==> src/rtl/lnk_frm_pkg.sv <==
package lnk_frm_pkg;
  localparam logic [7:0]  SYM_START = 8'hFB;
  localparam logic [7:0]  SYM_END   = 8'hFD;
  localparam logic [31:0] CRC_POLY  = 32'h04C11DB7;
  localparam logic [31:0] CRC_SEED  = 32'hFFFFFFFF;

  typedef enum logic [2:0] {
    ST_IDLE, ST_SEQH, ST_SEQL, ST_BODY, ST_CRC, ST_END
  } frm_state_t;

  // One byte folded into the CRC, most significant bit first.
  function automatic logic [31:0] crc_fold_byte(input logic [31:0] c, input logic [7:0] d);
    logic [31:0] r;
    r = c ^ {d, 24'h0};
    for (int k = 0; k < 8; k++)
      r = r[31] ? ((r << 1) ^ CRC_POLY) : (r << 1);
    return r;
  endfunction
endpackage

==> src/rtl/lnk_crc_unit.sv <==
module lnk_crc_unit
  import lnk_frm_pkg::*;
(
  input  logic        clk,
  input  logic        rst_n,
  input  logic        seed,
  input  logic        fold,
  input  logic [7:0]  din,
  output logic [31:0] crc_tx
);
  logic [31:0] crc_q;

  always_ff @(posedge clk or negedge rst_n) begin
    if (!rst_n)     crc_q <= CRC_SEED;
    else if (seed)  crc_q <= CRC_SEED;
    else if (fold)  crc_q <= crc_fold_byte(crc_q, din);
  end

  assign crc_tx = ~crc_q;
endmodule

==> src/rtl/lnk_seq_ctr.sv <==
module lnk_seq_ctr #(
  parameter int SEQ_W = 12
) (
  input  logic             clk,
  input  logic             rst_n,
  input  logic             adv,
  output logic [SEQ_W-1:0] seq
);
  always_ff @(posedge clk or negedge rst_n) begin
    if (!rst_n)   seq <= '0;
    else if (adv) seq <= seq + 1'b1;
  end
endmodule

==> src/rtl/lnk_frame_ctl.sv <==
module lnk_frame_ctl
  import lnk_frm_pkg::*;
(
  input  logic       clk,
  input  logic       rst_n,
  input  logic       in_valid,
  input  logic       in_sop,
  input  logic       in_eop,
  output frm_state_t st,
  output logic [1:0] crc_idx,
  output logic       in_ready
);
  assign in_ready = (st == ST_BODY) || (st == ST_IDLE && in_valid && !in_sop);

  always_ff @(posedge clk or negedge rst_n) begin
    if (!rst_n) begin
      st      <= ST_IDLE;
      crc_idx <= '0;
    end else begin
      case (st)
        ST_IDLE: if (in_valid && in_sop) st <= ST_SEQH;
        ST_SEQH: st <= ST_SEQL;
        ST_SEQL: st <= ST_BODY;
        ST_BODY: if (in_valid && in_eop) begin
          st      <= ST_CRC;
          crc_idx <= '0;
        end
        ST_CRC: begin
          crc_idx <= crc_idx + 1'b1;
          if (crc_idx == 2'd3) st <= ST_END;
        end
        ST_END:  st <= ST_IDLE;
        default: st <= ST_IDLE;
      endcase
    end
  end
endmodule

==> src/rtl/lnk_framer.sv <==
module lnk_framer
  import lnk_frm_pkg::*;
#(
  parameter int SEQ_W = 12
) (
  input  logic       clk,
  input  logic       rst_n,
  input  logic       in_valid,
  output logic       in_ready,
  input  logic [7:0] in_data,
  input  logic       in_sop,
  input  logic       in_eop,
  output logic       out_valid,
  output logic [7:0] out_data,
  output logic       out_ctrl
);
  frm_state_t       st;
  logic [1:0]       crc_idx;
  logic [1:0]       crc_rev;
  logic [SEQ_W-1:0] seq_val;
  logic [15:0]      seq_field;
  logic [31:0]      crc_tx;
  logic             nxt_valid, nxt_ctrl, crc_fold;
  logic [7:0]       nxt_data;

  // Named events for the checker
  logic ovh_phase, frame_done, idle_stray;
  assign ovh_phase  = (st == ST_SEQH) || (st == ST_SEQL) || (st == ST_CRC) || (st == ST_END);
  assign frame_done = (st == ST_END);
  assign idle_stray = (st == ST_IDLE) && in_valid && !in_sop;

  lnk_frame_ctl u_ctl (
    .clk(clk), .rst_n(rst_n), .in_valid(in_valid), .in_sop(in_sop),
    .in_eop(in_eop), .st(st), .crc_idx(crc_idx), .in_ready(in_ready)
  );

  lnk_seq_ctr #(.SEQ_W(SEQ_W)) u_seq (
    .clk(clk), .rst_n(rst_n), .adv(frame_done), .seq(seq_val)
  );

  assign seq_field = 16'(seq_val);
  assign crc_rev   = 2'd3 - crc_idx;

  always_comb begin
    nxt_valid = 1'b0;
    nxt_ctrl  = 1'b0;
    nxt_data  = 8'h00;
    crc_fold  = 1'b0;
    case (st)
      ST_IDLE: if (in_valid && in_sop) begin
        nxt_valid = 1'b1; nxt_ctrl = 1'b1; nxt_data = SYM_START;
      end
      ST_SEQH: begin nxt_valid = 1'b1; nxt_data = seq_field[15:8]; crc_fold = 1'b1; end
      ST_SEQL: begin nxt_valid = 1'b1; nxt_data = seq_field[7:0];  crc_fold = 1'b1; end
      ST_BODY: if (in_valid) begin
        nxt_valid = 1'b1; nxt_data = in_data; crc_fold = 1'b1;
      end
      ST_CRC:  begin nxt_valid = 1'b1; nxt_data = crc_tx[{crc_rev, 3'b000} +: 8]; end
      ST_END:  begin nxt_valid = 1'b1; nxt_ctrl = 1'b1; nxt_data = SYM_END; end
      default: ;
    endcase
  end

  lnk_crc_unit u_crc (
    .clk(clk), .rst_n(rst_n), .seed(st == ST_IDLE), .fold(crc_fold),
    .din(nxt_data), .crc_tx(crc_tx)
  );

  always_ff @(posedge clk or negedge rst_n) begin
    if (!rst_n) begin
      out_valid <= 1'b0;
      out_data  <= 8'h00;
      out_ctrl  <= 1'b0;
    end else begin
      out_valid <= nxt_valid;
      out_data  <= nxt_data;
      out_ctrl  <= nxt_ctrl;
    end
  end
endmodule


==> config.mk <==
export PLATFORM = sky130hd
export DESIGN_NAME = lnk_framer
export DESIGN_NICKNAME = d
export VERILOG_FILES = /design/src/rtl/lnk_frm_pkg.sv /design/src/rtl/lnk_crc_unit.sv /design/src/rtl/lnk_seq_ctr.sv /design/src/rtl/lnk_frame_ctl.sv /design/src/rtl/lnk_framer.sv
export SDC_FILE = /design/constraint.sdc
export NUM_CORES = 1
export LEC_CHECK = 0
export ABC_CLOCK_PERIOD_IN_PS = 3700
export CORE_AREA = 2 2 101 103
export CTS_CLUSTER_SIZE = 14
export DETAILED_ROUTE_END_ITERATION = 6
export DIE_AREA = 0 0 103 105
export MAX_ROUTING_LAYER = met4
export SLEW_MARGIN = 20
export SYNTH_ARGS = -nofsm -noshare
export SYNTH_HDL_FRONTEND = slang
export SYNTH_SLANG_ARGS = --single-unit
==> constraint.sdc <==
create_clock -name clk -period 3.7 [get_ports clk]
set_clock_uncertainty 0.15 [all_clocks]
set_input_delay 0.74 -clock clk [delete_from_list [all_inputs] [get_ports clk]]
set_output_delay 0.74 -clock clk [all_outputs]
set_load 0.05 [all_outputs]
==> metrics.cfg <==
[critical_path]
start_kind = input pin
crit_path_end_kind = flip-flop
critical_path_class = input pin to flip-flop
worst_path_largest_cell_delay_ns = 0.50
path_common_cell = a21oi_1
cp_slowest_cell = or4_4
cp_max_fo = 18
worstPathCellList = clkdlybuf4s50_1 -> buf_4 -> nand3_1 -> a21oi_1 -> or4_4 -> xor2_2 -> xnor2_2 -> xor3_2 -> xor2_1 -> a21oi_1
critPathRequiredTime_ns = 3.82
r2r_cells = 7
cp.arrival_ns = 3.28

[layout]
fin_nets = 381
areaGrowthSynthToFinish_pct = 16.7
antenna_cells = 0
drive_above_1_share_pct = 28.0

[synthesis]
synth_cell_types = 53
synth_mux_area_share_pct = 5.96
synth_area_mm2 = 0.00370
ys_ff_latch = 59
synth_edf_count = 0
synthCells = 335
synth-compound-area-share_pct = 9.48
syn_area_per_cell_um2 = 11.0
synth-seq-area-share_pct = 41.0
async_flop_share_pct = 100
synth_xor_area_share_pct = 24.6
yosys.area_share.adder_pct = 0.677
synth_top_family_by_area = XOR/XNOR gates
yosysTopAreaCell = dfstp_2
yosysMostFrequentCell = xnor2_1
synth_ff_type = dfstp_2
synthesis.nets = 350
yosys-top-cells-area = dfstp_2 (23%), dfrtp_1 (18%), xnor2_1 (11%), a21oi_1 (5.4%), xor2_1 (4.5%)
yosysWarnings = 0
synthTopCellsByCount = xnor2_1 (45), nor2_1 (44), a21oi_1 (40), dfstp_2 (32), dfrtp_1 (27)
yosys.area_share.simple_pct = 14.2
synth_top_area_share_pct = 22.7

[outcome]
outcome = finished, final reports clean

[hold_path]
holdPathStages = 1
hold_path_class = flip-flop to flip-flop

[place]
dp_hpwl_um = 5940
gp_congestion = 0.778
io_buffers = 23

[timing]
min_period_over_period_pct = 85.3
fmax_ghz = 0.317
final_hold_viol_count = 0
worstMarginPinSlew_ns = 0.946
rsz0062_at_grt = no
period_needed_ns = 3.15
setup_tns_ns = 0
setup_violations = 0
slew_viol_final = 0
slew_headroom_pct = 37.0

[routing]
post-route-drc-count = 0
ant_nets = 0
wirelength_um = 8230
wl_per_cell_um = 16.3
first_pass_iters = 4
drt-initial-drc-count = 102
num_vias = 2505
vias_per_cell = 4.97

[grt]
track_usage_pct = 16.9
grt_pass1_vias = 2699
grt_start_max_net_pins = 42
grt_first_pass_wirelength_um = 13600
globalRouteOverflowTotal = 0
antenna_found_initial = 0

[die]
start_util_pct = 38.4
die_y_um = 105
die_w_um = 103
io_pins = 24
die-area_mm2 = 0.0108
core_area_mm2 = 0.00964
num_rows = 36

[clocking]
cts_root_buf = clkbuf_8
cts_sinks = 59
cts_max_path_buffers = 2
cts_hold_buf = 0
path_clk_slew_ns = 0.07
cts_tree = done
ctsResizeCount = 0
h-tree-depth = 3
clock_latency_ns = 0.34
numCtsBuffers = 9
cts_setup_buffers = 0

[job]
cap_violations = 0

## metrics by stage
stage	setup slack (ns)	std cells	cell area, µm²	hold WS, ns	utilization, %
after floorplan	0.639	335	3700	0.288	-
after global placement	0.233	488	4100	0.325	42.5
after detailed placement	0.185	488	4100	0.331	42.5
after CTS	0.546	504	4310	0.341	44.8
after global routing	0.329	504	4310	0.376	44.8
final	0.545	504	4310	0.343	44.8
## cell usage in the layout (no fill, tap or decap), drive strengths merged, types with 8 or more instances in the layout
cell type / count
a21oi: 40
buf: 16
clkbuf: 11
clkdlybuf4s50: 21
dfrtp: 27
dfstp: 32
inv: 9
mux4: 8
nand2: 9
nand3: 13
nor2: 45
nor3: 8
xnor2: 51
xor2: 28
## path summary, 6_finish.rpt
| path | startpoint | endpoint | slack [ns] |
|---|---|---|---|
| max reg2reg | u_ctl.st[2] | u_crc.crc_q[8] | 0.59 |
| max in group asynchronous | rst_n | u_crc.crc_q[7] | 2.14 |
| min | u_seq.seq[11] | u_seq.seq[11] | 0.34 |
| min reg2reg | u_seq.seq[11] | u_seq.seq[11] | 0.34 |
| min in group asynchronous | rst_n | u_seq.seq[11] | 0.39 |
| max | in_valid | u_crc.crc_q[8] | 0.55 |
## per-layer routing
metal | routed length, µm | track usage [%]
met5 | 0 | -
met4 | 173 | 6.20
met3 | 266 | 3.88
met2 | 4000 | 26.1
met1 | 3790 | 21.7
## layout make-up
cell class	instances	area, µm²
Tap cell	133	166
Fill cell	946	5330
Clock buffer	11	141
Sequential cell	59	1520
Timing Repair Buffer	37	340
Clock inverter	5	76.3
Inverter	9	33.8
Multi-Input combinational cell	250	2040
## worst max-delay path: cells and delay by family
family | cells | cell delay [ns]
buffers and inverters | 2 | 0.64
AND/OR/NAND/NOR | 2 | 0.59
XOR/XNOR | 4 | 1.09
AO/OA/AOI/OAI | 2 | 0.22
## sequential cells by signal (all words and copies together), names as in the netlist
register       count
u_crc.crc_q       32
u_seq.seq         12
out_data           8
u_ctl.st           3
u_ctl.crc_idx      2
out_ctrl           1
out_valid          1
## kinds of logic after synthesis
kind of cell / after synthesis
flip-flops: 59
XOR/XNOR: 81
AO/OA/AOI/OAI: 58
adder cells (fa/ha/maj): 2
AND/OR/NAND/NOR: 98
buffers and inverters: 26
multiplexers: 11
Power is not shown: default switching activity piles up to over one toggle a cycle in this logic, so the estimate is an artifact.
